### src/rtl/blit_pkg.sv
package blit_pkg;
  localparam logic [7:0] OP_FILL   = 8'h08;
  localparam logic [7:0] OP_SCROLL = 8'h0B;
  localparam logic [7:0] ROP_NEW   = 8'h83;
  localparam logic [7:0] ROP_OLD   = 8'h85;
  localparam logic [7:0] ROP_XOR   = 8'h86;

  localparam logic [3:0] RA_OP  = 4'd0;
  localparam logic [3:0] RA_OY  = 4'd1;
  localparam logic [3:0] RA_OX  = 4'd2;
  localparam logic [3:0] RA_H   = 4'd3;
  localparam logic [3:0] RA_W   = 4'd4;
  localparam logic [3:0] RA_DY  = 4'd5;
  localparam logic [3:0] RA_DX  = 4'd6;
  localparam logic [3:0] RA_FG  = 4'd7;
  localparam logic [3:0] RA_ROP = 4'd8;

  typedef enum logic [1:0] {
    ST_IDLE  = 2'd0,
    ST_READ  = 2'd1,
    ST_LATCH = 2'd2,
    ST_WRITE = 2'd3
  } seq_state_e;
endpackage

### src/rtl/blit_regs.sv
module blit_regs
  import blit_pkg::*;
#(
  parameter int COORD_W = 11,
  parameter int DATA_W  = 32
) (
  input  logic               clk,
  input  logic               rst_n,
  input  logic               wr_en,
  input  logic [3:0]         wr_addr,
  input  logic [DATA_W-1:0]  wr_data,
  output logic [7:0]         op,
  output logic [7:0]         rop,
  output logic [DATA_W-1:0]  fg,
  output logic [COORD_W-1:0] org_y,
  output logic [COORD_W-1:0] org_x,
  output logic [COORD_W-1:0] dst_y,
  output logic [COORD_W-1:0] dst_x,
  output logic [COORD_W-1:0] ht,
  output logic [COORD_W-1:0] wd,
  output logic               start
);
  logic [7:0]         op_d, rop_d;
  logic [DATA_W-1:0]  fg_d;
  logic [COORD_W-1:0] oy_d, ox_d, ty_d, tx_d, ht_d, wd_d;
  logic [COORD_W-1:0] coord_in;
  logic               op_ok;

  assign coord_in = wr_data[COORD_W-1:0];
  assign op_ok    = (op == OP_FILL) || (op == OP_SCROLL);
  assign start    = wr_en && (wr_addr == RA_W) && (coord_in != '0) && (ht != '0) && op_ok;

  always_comb begin
    op_d = op; rop_d = rop; fg_d = fg;
    oy_d = org_y; ox_d = org_x; ty_d = dst_y; tx_d = dst_x;
    ht_d = ht; wd_d = wd;
    if (wr_en) begin
      case (wr_addr)
        RA_OP:   op_d  = wr_data[7:0];
        RA_OY:   oy_d  = coord_in;
        RA_OX:   ox_d  = coord_in;
        RA_H:    ht_d  = coord_in;
        RA_W:    wd_d  = coord_in;
        RA_DY:   ty_d  = coord_in;
        RA_DX:   tx_d  = coord_in;
        RA_FG:   fg_d  = wr_data;
        RA_ROP:  rop_d = wr_data[7:0];
        default: ;
      endcase
    end
  end

  always_ff @(posedge clk or negedge rst_n) begin
    if (!rst_n) begin
      op <= '0; rop <= ROP_NEW; fg <= '0;
      org_y <= '0; org_x <= '0; dst_y <= '0; dst_x <= '0;
      ht <= '0; wd <= '0;
    end else begin
      op <= op_d; rop <= rop_d; fg <= fg_d;
      org_y <= oy_d; org_x <= ox_d; dst_y <= ty_d; dst_x <= tx_d;
      ht <= ht_d; wd <= wd_d;
    end
  end
endmodule

### src/rtl/blit_walker.sv
module blit_walker #(
  parameter int COORD_W = 11
) (
  input  logic               clk,
  input  logic               rst_n,
  input  logic               start,
  input  logic               step,
  input  logic               bottom_up,
  input  logic [COORD_W-1:0] ht,
  input  logic [COORD_W-1:0] wd,
  output logic [COORD_W-1:0] row_off,
  output logic [COORD_W-1:0] col,
  output logic               last
);
  logic [COORD_W-1:0] col_q, col_d, row_q, row_d;
  logic               row_end;

  assign row_end = (col_q == wd - COORD_W'(1));
  assign last    = row_end && (row_q == ht - COORD_W'(1));
  assign col     = col_q;
  assign row_off = bottom_up ? (ht - COORD_W'(1) - row_q) : row_q;

  always_comb begin
    col_d = col_q;
    row_d = row_q;
    if (start) begin
      col_d = '0;
      row_d = '0;
    end else if (step) begin
      if (row_end) begin
        col_d = '0;
        row_d = row_q + COORD_W'(1);
      end else begin
        col_d = col_q + COORD_W'(1);
      end
    end
  end

  always_ff @(posedge clk or negedge rst_n) begin
    if (!rst_n) begin
      col_q <= '0;
      row_q <= '0;
    end else if (start || step) begin
      col_q <= col_d;
      row_q <= row_d;
    end
  end
endmodule

### src/rtl/blit_seq.sv
module blit_seq
  import blit_pkg::*;
#(
  parameter int COORD_W  = 11,
  parameter int PITCH_LG = 11,
  parameter int DATA_W   = 32,
  parameter int ADDR_W   = COORD_W + PITCH_LG
) (
  input  logic               clk,
  input  logic               rst_n,
  input  logic               start,
  input  logic               is_copy,
  input  logic [7:0]         rop,
  input  logic [DATA_W-1:0]  fg,
  input  logic [COORD_W-1:0] org_y,
  input  logic [COORD_W-1:0] org_x,
  input  logic [COORD_W-1:0] dst_y,
  input  logic [COORD_W-1:0] dst_x,
  input  logic [COORD_W-1:0] row_off,
  input  logic [COORD_W-1:0] col,
  input  logic               last,
  input  logic               mem_gnt,
  input  logic [DATA_W-1:0]  mem_rdata,
  output logic               step,
  output logic               busy,
  output logic               mem_req,
  output logic               mem_we,
  output logic [ADDR_W-1:0]  mem_addr,
  output logic [DATA_W-1:0]  mem_wdata
);
  seq_state_e         state_q, state_d;
  logic [DATA_W-1:0]  pix_q, pix_d;
  logic               need_rd;
  logic [COORD_W-1:0] wy, wx;
  logic [ADDR_W-1:0]  src_a, dst_a;

  assign need_rd = is_copy || (rop == ROP_OLD) || (rop == ROP_XOR);
  assign wy      = is_copy ? dst_y : org_y;
  assign wx      = is_copy ? dst_x : org_x;
  assign src_a   = ((ADDR_W'(org_y) + ADDR_W'(row_off)) << PITCH_LG) + ADDR_W'(org_x) + ADDR_W'(col);
  assign dst_a   = ((ADDR_W'(wy) + ADDR_W'(row_off)) << PITCH_LG) + ADDR_W'(wx) + ADDR_W'(col);

  assign busy     = (state_q != ST_IDLE);
  assign mem_req  = (state_q == ST_READ) || (state_q == ST_WRITE);
  assign mem_we   = (state_q == ST_WRITE);
  assign mem_addr = (state_q == ST_READ && is_copy) ? src_a : dst_a;
  assign step     = (state_q == ST_WRITE) && mem_gnt;

  always_comb begin
    if (is_copy || rop == ROP_OLD) mem_wdata = pix_q;
    else if (rop == ROP_XOR)       mem_wdata = fg ^ pix_q;
    else                           mem_wdata = fg;
  end

  always_comb begin
    state_d = state_q;
    pix_d   = pix_q;
    case (state_q)
      ST_IDLE:  if (start) state_d = need_rd ? ST_READ : ST_WRITE;
      ST_READ:  if (mem_gnt) state_d = ST_LATCH;
      ST_LATCH: begin
        pix_d   = mem_rdata;
        state_d = ST_WRITE;
      end
      ST_WRITE: if (mem_gnt) state_d = last ? ST_IDLE : (need_rd ? ST_READ : ST_WRITE);
      default:  state_d = ST_IDLE;
    endcase
  end

  always_ff @(posedge clk or negedge rst_n) begin
    if (!rst_n) begin
      state_q <= ST_IDLE;
      pix_q   <= '0;
    end else begin
      state_q <= state_d;
      if (state_q == ST_LATCH) pix_q <= pix_d;
    end
  end
endmodule

### src/rtl/rect_blit_engine.sv
module rect_blit_engine
  import blit_pkg::*;
#(
  parameter int COORD_W  = 11,
  parameter int PITCH_LG = 11,
  parameter int DATA_W   = 32,
  localparam int ADDR_W  = COORD_W + PITCH_LG
) (
  input  logic              clk,
  input  logic              rst_n,
  input  logic              cfg_valid,
  output logic              cfg_ready,
  input  logic [3:0]        cfg_addr,
  input  logic [DATA_W-1:0] cfg_wdata,
  output logic              busy,
  output logic              mem_req,
  output logic              mem_we,
  input  logic              mem_gnt,
  output logic [ADDR_W-1:0] mem_addr,
  output logic [DATA_W-1:0] mem_wdata,
  input  logic [DATA_W-1:0] mem_rdata
);
  logic [7:0]         op, rop;
  logic [DATA_W-1:0]  fg;
  logic [COORD_W-1:0] org_y, org_x, dst_y, dst_x, ht, wd, row_off, col;
  logic               start, step, last, is_copy, bottom_up, wr_en;

  assign cfg_ready = !busy;
  assign wr_en     = cfg_valid && cfg_ready;
  assign is_copy   = (op == OP_SCROLL);
  assign bottom_up = is_copy && (dst_y > org_y);

  blit_regs #(.COORD_W(COORD_W), .DATA_W(DATA_W)) regs_i (
    .clk(clk), .rst_n(rst_n), .wr_en(wr_en), .wr_addr(cfg_addr), .wr_data(cfg_wdata),
    .op(op), .rop(rop), .fg(fg), .org_y(org_y), .org_x(org_x),
    .dst_y(dst_y), .dst_x(dst_x), .ht(ht), .wd(wd), .start(start)
  );

  blit_walker #(.COORD_W(COORD_W)) walk_i (
    .clk(clk), .rst_n(rst_n), .start(start), .step(step), .bottom_up(bottom_up),
    .ht(ht), .wd(wd), .row_off(row_off), .col(col), .last(last)
  );

  blit_seq #(.COORD_W(COORD_W), .PITCH_LG(PITCH_LG), .DATA_W(DATA_W), .ADDR_W(ADDR_W)) seq_i (
    .clk(clk), .rst_n(rst_n), .start(start), .is_copy(is_copy), .rop(rop), .fg(fg),
    .org_y(org_y), .org_x(org_x), .dst_y(dst_y), .dst_x(dst_x),
    .row_off(row_off), .col(col), .last(last), .mem_gnt(mem_gnt), .mem_rdata(mem_rdata),
    .step(step), .busy(busy), .mem_req(mem_req), .mem_we(mem_we),
    .mem_addr(mem_addr), .mem_wdata(mem_wdata)
  );
endmodule

### config.mk
export PLATFORM = sky130hd
export DESIGN_NAME = rect_blit_engine
export DESIGN_NICKNAME = d
export VERILOG_FILES = /design/src/rtl/blit_pkg.sv /design/src/rtl/blit_regs.sv /design/src/rtl/blit_walker.sv /design/src/rtl/blit_seq.sv /design/src/rtl/rect_blit_engine.sv
export SDC_FILE = /design/constraint.sdc
export NUM_CORES = 1
export LEC_CHECK = 0
export BUFFER_PORTS_ARGS = -buffer_cell sky130_fd_sc_hd__buf_2
export CORE_MARGIN = 5
export CORE_UTILIZATION = 66
export CTS_BUF_LIST = sky130_fd_sc_hd__clkbuf_8
export DETAILED_ROUTE_END_ITERATION = 10
export GPL_TIMING_DRIVEN = 1
export HOLD_SLACK_MARGIN = 0.12
export PLACE_DENSITY_LB_ADDON = 0.12
export SLEW_MARGIN = 20
export SYNTH_ARGS = -nofsm -noshare
export SYNTH_HDL_FRONTEND = slang
export SYNTH_SLANG_ARGS = --single-unit
### constraint.sdc
create_clock -name clk -period 9.5 [get_ports clk]
set_input_delay 0.95 -clock clk [delete_from_list [all_inputs] [get_ports clk]]
set_output_delay 0.95 -clock clk [all_outputs]
set_load 0.005 [all_outputs]
==> results of run 1 <==
==> layer usage <==
metal,wire [µm],vias up,track usage (%)
met1,11600,4175,37.2
li1,-,4224,-
met2,12200,264,43.9
met5,0,-,0
met3,1880,37,5.73
met4,471,0,8.98
==> power groups by stage <==
stage / clock network (mW) / logic [mW] / registers [mW]
finish: 0.516 / 0.419 / 0.898
global route: 0.556 / 0.470 / 0.914
CTS: 0.523 / 0.421 / 0.896
detailed placement: 0 / 0.418 / 0.910
global placement: 0 / 0.405 / 0.905
floorplan: 0 / 0.303 / 0.884
==> final timing paths <==
kind                                                 to                        start
hold / removal              regs_i.dst_x[5]$_DFFE_PN0P_  regs_i.dst_x[5]$_DFFE_PN0P_
setup / recovery                           mem_addr[21]     regs_i.op[2]$_DFFE_PN0P_
hold reg to reg             regs_i.dst_x[5]$_DFFE_PN0P_  regs_i.dst_x[5]$_DFFE_PN0P_
min in group asynchronous   seq_i.pix_q[12]$_DFFE_PN0P_                        rst_n
setup reg to reg            walk_i.row_q[9]$_DFFE_PN0P_     regs_i.wd[2]$_DFFE_PN0P_
max in group asynchronous  regs_i.dst_y[10]$_DFFE_PN0P_                        rst_n
==> cell type report <==
class	count	area, µm²	area share [%]
multi-input combinational	876	6670	53.4
sequential	170	4260	34.1
timing repair buffer	141	742	5.94
clock buffer	20	275	2.20
inverter	41	154	1.23
tap	220	275	2.20
clock inverter	12	124	0.991
==> cell families (layout without fill, tap and decap cells) <==
group / count (synthesis) / count (layout) / synth area share, %
buffers and inverters: 83 / 214 / 3.05
multiplexers: 162 / 162 / 16.2
flip-flops: 170 / 170 / 37.9
AND/OR/NAND/NOR: 329 / 329 / 14.0
AO/OA/AOI/OAI: 180 / 180 / 9.98
XOR/XNOR: 133 / 133 / 10.5
adder cells (fa/ha/maj): 72 / 72 / 8.36
==> flip-flops by register name (all words and copies together) (netlist names), 11 cells and up <==
register / count
regs_i.org_y: 11
regs_i.dst_x: 11
regs_i.dst_y: 11
walk_i.col: 11
regs_i.fg: 32
regs_i.ht: 11
regs_i.org_x: 11
regs_i.wd: 11
walk_i.row_q: 11
seq_i.pix_q: 32
==> metrics by stage <==
stage / cells / worst slack, ps / hold slack, ps / utilization, %
floorplan: 1129 / 3710 / 472 / -
global placement: 1448 / 3390 / 481 / 72.6
detailed placement: 1448 / 3280 / 490 / 72.6
CTS: 1480 / 2770 / 510 / 75.0
global route: 1480 / 2620 / 523 / 75.1
finish: 1480 / 3120 / 509 / 75.1
==> layout by cell type, fill, tap and decap left out, types with 22 or more instances in the layout <==
cell	n
inv_1	43
xnor2_1	59
a21oi_1	45
xor2_1	73
ha_1	67
a21o_1	22
o21ai_0	60
nand2_1	140
nor2_1	56
mux2_2	153
buf_2	128
dfrtp_1	167
==> impl_metrics.tcl, run 1 <==
set metrics [dict create \
    holdPathStages 1 \
    path_depth 17 \
    grt_pass1_wl_um 44000 \
    vdd_drop_max_mv 0.112 \
    post_cts.repair.setup_buffers 0 \
    yosys.cell_types.count 64 \
    gp_congestion 0.878 \
    worst_slew_pin_slew_ps 1060 \
    final.period_utilization_pct 67.1 \
    clkTransAtPathRegs_ps 90 \
    die_w_um 140 \
    syn_avg_cell_area_um2 9.94 \
    initial_core_util_pct 67.4 \
    cts_root_buf "clkbuf_8" \
    synth_top_cells_by_count "167 x dfrtp_1, 153 x mux2_2, 140 x nand2_1" \
    dp.final_hpwl_um 19200 \
    ff2ff_setup_slack_ps 5750 \
    crit_slowest_cell "o21ai_0" \
    grt_start_max_net_pins 106 \
    arrival_ps 5430 \
    cts_tree "yes" \
    critPathBufInv 2 \
    rsz0062_at_grt "no" \
    max-cap-violations 0 \
    cp_max_fo 27 \
    placed_area_um2 12100 \
    slew_headroom_pct 29.1 \
    slew_viol_final 0 \
    insertion_delay_ps 460 \
    p_total_mw 1.83 \
    p_seq_share_pct 49.0 \
    grt_pass1_vias 8847 \
    async_flop_share_pct 100 \
    fmax_ghz 0.157 \
    postSynthCellCount 1129 \
    p_sw_mw 0.549 \
    diodes 0 \
    viasPerCell 5.88 \
    io_buffers 129 \
    syn_area_um2 11200 \
    fp.coreArea_um2 16600 \
    ys_warn_count 0 \
    fp.dieArea_um2 19700 \
    ant_nets 0 \
    p_leak_nw 6.08 \
    p_int_mw 1.28 \
    status "complete, no violations" \
    combPwrFrac_pct 22.8 \
    synth_nets 1273 \
    worst_setup_path_end_kind "output port" \
    detail_route.iter0.violations 613 \
    nNetsFinal 1391 \
    antenna_found_initial 0 \
    clkSinkCount 170 \
    wl_per_cell_um 17.7 \
    critical_path_required_ps 8550 \
    final_hold_viol_count 0 \
    ys_ff_latch 170 \
    drc 0 \
    grt-ovfl-total 0 \
    synth-main-ff-cell "dfrtp_1" \
    critPathMaxStageDelay_ps 590 \
    p_clk_share_pct 28.1 \
    synth.most_common_cell "dfrtp_1" \
    worstSetupStartpointType "register" \
    vias 8700 \
    crit_family "compound AO/OA/AOI/OAI gates" \
    hp-class "reg -> reg" \
    fin_skew_ps 11.2 \
    die_height_um 140 \
    synth_top_area_share_pct 37.2 \
    ctsHtreeMaxLevel 4 \
    synth_edf_count 0 \
    rows 47 \
    synth_sequential_area_ratio_pct 37.9 \
    fin_area_um2 12500 \
    synth_area_leader_cell "dfrtp_1" \
    io_pins 130 \
    firstDrtPassIters 6 \
    pwr_density_cell_nw_per_um2 147 \
    cts_buffers 17 \
    fin_tns_setup_ps 0 \
    clockBufferDepth 2 \
    post-route-min-period_ps 6380 \
    setup_viol 0 \
    fillers 1192 \
    ys_top_cells_by_area "dfrtp_1 37%, mux2_2 15%, ha_1 7.5%, xor2_1 5.7%, nand2_1 4.7%" \
    holdBufCountCts 0 \
    worstRegToRegCells 8 \
    layout-drive-gt1-share_pct 27.7 \
    swShare_pct 29.9 \
    cts_resized 0 \
    grtUsageTotal_pct 27.3 \
    cp_cell_sequence "nor4b_1 -> nand4_1 -> buf_4 -> a41oi_1 -> o31ai_4 -> o21ai_0 -> ha_1 -> a211oi_1 -> o21ai_0 -> a211o_1 -> a31o_2 -> a21oi_1 -> xnor2_1 -> nor4bb_1 -> xnor2_1 -> mux2i_1 -> buf_2" \
    criticalPathCategory "reg -> out" \
    wirelength_um 26100 \
    area_delta_synth_final_pct 11.3 \
]
(Power assumes the default switching activity.)
==> run 2, diff against run 1 <==
--- a/config.mk
+++ b/config.mk
@@ -7,7 +7,7 @@
 export LEC_CHECK = 0
 export BUFFER_PORTS_ARGS = -buffer_cell sky130_fd_sc_hd__buf_2
 export CORE_MARGIN = 5
-export CORE_UTILIZATION = 66
+export CORE_UTILIZATION = 61
 export CTS_BUF_LIST = sky130_fd_sc_hd__clkbuf_8
 export DETAILED_ROUTE_END_ITERATION = 10
 export GPL_TIMING_DRIVEN = 1
==> constraint.sdc (replaced) <==
create_clock -name clk -period 6.45 [get_ports clk]
set_input_delay 0.645 -clock clk [delete_from_list [all_inputs] [get_ports clk]]
set_output_delay 0.645 -clock clk [all_outputs]
set_load 0.005 [all_outputs]
==> run 2 against run 1 <==
  * Clock skew fell by 1.5 ps
  * Critical path depth rose by 6
  * Final area barely moved
  * Sequential share of layout area barely moved
  * Global-route usage fell by 2.3 points
  * Largest power group unchanged
==> impl_metrics.tcl, run 2 (same netlist as run 1, synthesis figures left out) <==
set metrics [dict create \
    status "complete, no violations" \
    drc 0 \
    dp.cells 1457 \
    layout-drive-gt1-share_pct 27.9 \
    hp-class "in -> async" \
    die_height_um 146 \
    nNetsFinal 1392 \
    clkTransAtPathRegs_ps 90 \
    cts_tree "yes" \
    max-cap-violations 0 \
    worstRegToRegCells 8 \
    final_common_cell "dfrtp_1" \
    dp.final_hpwl_um 19500 \
    rsz0062_at_grt "no" \
    cp-startpoint "regs_i.ht[0]$_DFFE_PN0P_" \
    wirelength_um 26400 \
    vdd_drop_max_mv 0.197 \
    critPathBufInv 4 \
    crit_family "compound AO/OA/AOI/OAI gates" \
    hold_ws_ps 264 \
    p_total_mw 2.65 \
    gp_congestion 0.907 \
    final.period_utilization_pct 92.2 \
    cts_root_buf "clkbuf_8" \
    p_leak_nw 6.08 \
    fp.coreArea_um2 18000 \
    firstDrtPassIters 5 \
    setup_viol 0 \
    io_pins 130 \
    grt_pass1_wl_um 43800 \
    fmax_ghz 0.168 \
    io_buffers 129 \
    post-route-min-period_ps 5950 \
    cp_max_fo 6 \
    cp_cell_sequence "inv_1 -> ha_1 -> inv_1 -> ha_1 -> nor2b_1 -> o21ai_0 -> nand2b_1 -> a21o_1 -> a21o_1 -> xnor2_1 -> o21ai_0 -> ha_1 -> and3_1 -> a2111oi_0 -> buf_4 -> o21bai_1 -> a21oi_1 -> xor2_1 -> nor4b_1 -> xor2_1 -> nor2_1 -> a21oi_1 -> buf_2" \
    critPathMaxStageDelay_ps 430 \
    initial_core_util_pct 62.3 \
    reg.largest.list "regs_i.fg: 32 flops, seq_i.pix_q: 32 flops" \
    worst_setup_path_end_kind "output port" \
    grt_start_max_net_pins 96 \
    ctsHtreeMaxLevel 4 \
    setup_ws_ps 501 \
    final_hold_viol_count 0 \
    layout_common_cells "167 x dfrtp_1, 153 x mux2_2, 140 x nand2_1" \
    worstSetupStartpointType "register" \
    fin_tns_setup_ps 0 \
    stdcell_count 1490 \
    fp.dieArea_um2 21200 \
    die_w_um 146 \
    worst_slew_pin_slew_ps 981 \
    grt_pass1_vias 8761 \
    clockBufferDepth 2 \
    reg2reg_from "regs_i.wd[2]$_DFFE_PN0P_" \
    wl_per_cell_um 17.7 \
    fin_skew_ps 9.77 \
    area_delta_synth_final_pct 11.3 \
    detail_route.iter0.violations 503 \
    clkSinkCount 170 \
    criticalPathCategory "reg -> out" \
    pwr_density_cell_nw_per_um2 212 \
    grt-ovfl-total 0 \
    path_depth 23 \
    antenna_found_initial 2 \
    viasPerCell 5.80 \
    crit_slowest_cell "a2111oi_0" \
    critical_path_required_ps 5800 \
    slew_viol_final 0 \
    grtUsageTotal_pct 25.0 \
    insertion_delay_ps 470 \
    pre_cts_ws_ps 870 \
    cpMostUsedCell "ha_1" \
    ff2ff_setup_slack_ps 2670 \
    rows 49 \
    post_cts.repair.setup_buffers 0 \
    ant_nets 0 \
    arrival_ps 5300 \
    slew_headroom_pct 34.4 \
    vias 8639 \
    cts_buffers 17 \
]
run 2: what timing repair did:
item,CTS,global route
gates resized for setup,0,1
endpoints found under the setup margin,0,1
hold buffers,0,0
run 2: worst register-to-register path: stages (launching register included):
cell,delay [ps]
dfrtp_1,460
or4_1,660
or4_4,480
or4_1,430
a2111oi_2,420
o2111a_1,570
nand4_4,190
or3_1,340
a21oi_1,150
run 2: final timing paths:
path / to
min reg2reg: regs_i.dst_x[2]$_DFFE_PN0P_
min: seq_i.pix_q[11]$_DFFE_PN0P_
max in group asynchronous: regs_i.dst_y[6]$_DFFE_PN0P_
min in group clk: seq_i.state_q[0]$_DFFE_PN0P_
max: mem_addr[20]
max reg2reg: walk_i.row_q[9]$_DFFE_PN0P_
run 2: routing by layer:
layer  track usage [%]  routed length [µm]  part of all wire (%)  vias to the layer above
met5                 0                  13                 0.049                        -
met4              8.21                 707                   2.7                        2
met3              5.95                1650                   6.2                       46
met2              40.6               12100                    46                      218
met1              33.1               11900                    45                     4173
li1                  -                   -                     -                     4200
run 2: per-stage QoR:
stage / cell area [µm²] / util (%)
finish: 12500 / 69.3
detailed placement: 12100 / 67.1
CTS: 12500 / 69.1
global route: 12500 / 69.3
global placement: 12100 / 67.1
floorplan: 11200 / -
run 2: final cells by class:
class | count | area [µm²]
clock buffer | 19 | 262
inverter | 41 | 154
tap | 229 | 287
antenna | 1 | 2.50
fill | 1471 | 5530
multi-input combinational | 876 | 6670
sequential | 170 | 4260
timing repair buffer | 142 | 769
clock inverter | 12 | 100
run 2: where the power goes:
| group | switching [mW] | internal, mW | total [mW] |
|---|---|---|---|
| logic | 0.305 | 0.315 | 0.620 |
| clock network | 0.389 | 0.321 | 0.711 |
| registers | 0.116 | 1.21 | 1.32 |
==> run 3, diff against run 2 <==
--- a/config.mk
+++ b/config.mk
@@ -6,8 +6,9 @@
 export NUM_CORES = 1
 export LEC_CHECK = 0
 export BUFFER_PORTS_ARGS = -buffer_cell sky130_fd_sc_hd__buf_2
+export CORE_ASPECT_RATIO = 1.5
 export CORE_MARGIN = 5
-export CORE_UTILIZATION = 61
+export CORE_UTILIZATION = 66
 export CTS_BUF_LIST = sky130_fd_sc_hd__clkbuf_8
 export DETAILED_ROUTE_END_ITERATION = 10
 export GPL_TIMING_DRIVEN = 1
==> constraint.sdc (replaced) <==
create_clock -name clk -period 7.23 [get_ports clk]
set_input_delay 0.723 -clock clk [delete_from_list [all_inputs] [get_ports clk]]
set_output_delay 0.723 -clock clk [all_outputs]
set_load 0.005 [all_outputs]
==> run 3 against run 2 <==
  * Flip-flop and latch count stayed put
  * Total power is 11% lower
  * Core utilization is 5.0 points higher
  * Sequential power is 11% lower
  * Register-to-register slack better by 740 ps
  * Critical path depth stayed put
  * Global-route usage is 2.5 points higher
  * Critical path type unchanged
==> impl_metrics.tcl, run 3 (same netlist as run 1, synthesis figures left out) <==
set metrics [dict create \
    status "complete, no violations" \
    vias 8759 \
    reg.largest.list "regs_i.fg: 32 flops, seq_i.pix_q: 32 flops" \
    dp.final_hpwl_um 19700 \
    setup_viol 0 \
    insertion_delay_ps 460 \
    firstDrtPassIters 5 \
    clockBufferDepth 2 \
    cp_max_fo 6 \
    stdcell_count 1472 \
    grt-ovfl-total 0 \
    crit_family "compound AO/OA/AOI/OAI gates" \
    worst_slew_pin_slew_ps 1020 \
    final_common_cell "dfrtp_1" \
    layout-drive-gt1-share_pct 27.8 \
    critical_path_required_ps 6510 \
    critPathMaxStageDelay_ps 520 \
    fp.dieArea_um2 19800 \
    crit_slowest_cell "a2111oi_0" \
    timing.rr.end "walk_i.row_q[9]$_DFFE_PN0P_" \
    vdd_drop_max_mv 0.150 \
    final_hold_viol_count 0 \
    viasPerCell 5.95 \
    post_cts.repair.setup_buffers 0 \
    fin_skew_ps 22.7 \
    area_delta_synth_final_pct 11.0 \
    io_buffers 129 \
    fp.coreArea_um2 16800 \
    rsz0062_at_grt "no" \
    critPathBufInv 4 \
    grtUsageTotal_pct 27.5 \
    clkTransAtPathRegs_ps 100 \
    cts_root_buf "clkbuf_8" \
    pwr_density_cell_nw_per_um2 190 \
    wirelength_um 26300 \
    grt_pass1_wl_um 43200 \
    holdBufCountCts 0 \
    hp-class "in -> async" \
    initial_core_util_pct 67.0 \
    drc 0 \
    gp_congestion 0.931 \
    cts_tree "yes" \
    antenna_found_initial 0 \
    die_height_um 170 \
    ff2ff_setup_slack_ps 3410 \
    cpMostUsedCell "ha_1" \
    cp_cell_sequence "inv_1 -> ha_1 -> inv_1 -> ha_1 -> nor2b_1 -> o21ai_0 -> nand2b_1 -> a21o_1 -> a21o_1 -> xnor2_1 -> o21ai_0 -> ha_1 -> and3_1 -> a2111oi_0 -> buf_4 -> o21bai_1 -> a21oi_1 -> xor2_1 -> nor4b_1 -> xor2_1 -> nor2_1 -> a21oi_1 -> buf_2" \
    slew_viol_final 0 \
    fillers 1253 \
    layout_common_cells "167 x dfrtp_1, 153 x mux2_2, 140 x nand2_1" \
    grt_pass1_vias 8948 \
    reg2reg_from "regs_i.wd[2]$_DFFE_PN0P_" \
    criticalPathCategory "reg -> out" \
    final.period_utilization_pct 83.5 \
    max-cap-violations 0 \
    p_leak_nw 6.06 \
    slew_headroom_pct 31.3 \
    seq_area_um2 4260 \
    post-route-min-period_ps 6040 \
    fmax_ghz 0.166 \
    worst_setup_path_end_kind "output port" \
    rows 58 \
    nNetsFinal 1393 \
    multi_input_area_um2 6650 \
    clkSinkCount 170 \
    grt_start_max_net_pins 89 \
    fin_tns_setup_ps 0 \
    worstSetupStartpointType "register" \
    cts_resized 0 \
    worstRegToRegCells 8 \
    io_pins 130 \
    arrival_ps 5310 \
    diodes 0 \
    ctsHtreeMaxLevel 4 \
    ant_nets 0 \
    wl_per_cell_um 17.9 \
    cts_buffers 17 \
    dp.cells 1440 \
    die_w_um 116 \
    detail_route.iter0.violations 477 \
]
## run 3: cell types whose count changed in the layout (fill, tap and decap cells not counted), moves of 2 or more
cell        before  now
clkinv_2         4    0
clkinvlp_4       1    4
inv_6            2    4
inv_8            0    3
## run 3: stage by stage
| step | utilization (%) | hold slack [ps] | instance area (µm²) | total power [mW] | setup WS, ps |
|---|---|---|---|---|---|
| floorplan | - | 427 | 11200 | 1.56 | 1670 |
| global placement | 72.1 | 481 | 12100 | 1.72 | 1790 |
| detailed placement | 72.1 | 491 | 12100 | 1.74 | 1710 |
| CTS | 74.3 | 338 | 12500 | 2.38 | 1200 |
| global route | 74.3 | 367 | 12500 | 2.51 | 749 |
| finish | 74.3 | 312 | 12500 | 2.37 | 1190 |
## run 3: worst max-delay path by stage
stage,startpoint,to,slack [ps],cells past startpoint
6_report,regs_i.ht[0]$_DFFE_PN0P_,mem_addr[20],1190,23
5_1_grt,regs_i.org_y[10]$_DFFE_PN0P_,mem_addr[21],750,19
4_1_cts,regs_i.org_y[10]$_DFFE_PN0P_,mem_addr[21],1200,19
3_5_place_dp,regs_i.org_y[10]$_DFFE_PN0P_,mem_addr[20],1710,21
3_3_place_gp,regs_i.org_y[10]$_DFFE_PN0P_,mem_addr[21],1790,19
2_1_floorplan,regs_i.org_y[1]$_DFFE_PN0P_,mem_addr[20],1670,19
## run 3: power breakdown
group | internal, mW | switching [mW] | total [mW]
registers | 1.08 | 0.106 | 1.18
clock network | 0.260 | 0.385 | 0.644
logic | 0.279 | 0.267 | 0.546
## run 3: worst reg2reg max path, stage by stage, from the launching register on
cell       delay [ps]
dfrtp_1           460
or4_1             670
or4_4             480
or4_1             430
a2111oi_2         450
o2111a_1          590
nand4_4           210
or3_1             340
a21oi_1           140
## run 3: metal layers
layer	track usage [%]	share of wire, %	vias to the layer above
li1	-	-	4219
met1	33.9	42	4256
met2	46.8	50	214
met3	5.49	4.7	70
met4	10.8	3.6	0
met5	0	0	-
## run 3: final cells by class
type	count	area share, %
clock buffer	18	1.99
clock inverter	14	1.02
inverter	41	1.24
multi-input combinational	876	53.4
sequential	170	34.2
tap	210	2.11
timing repair buffer	143	6.11
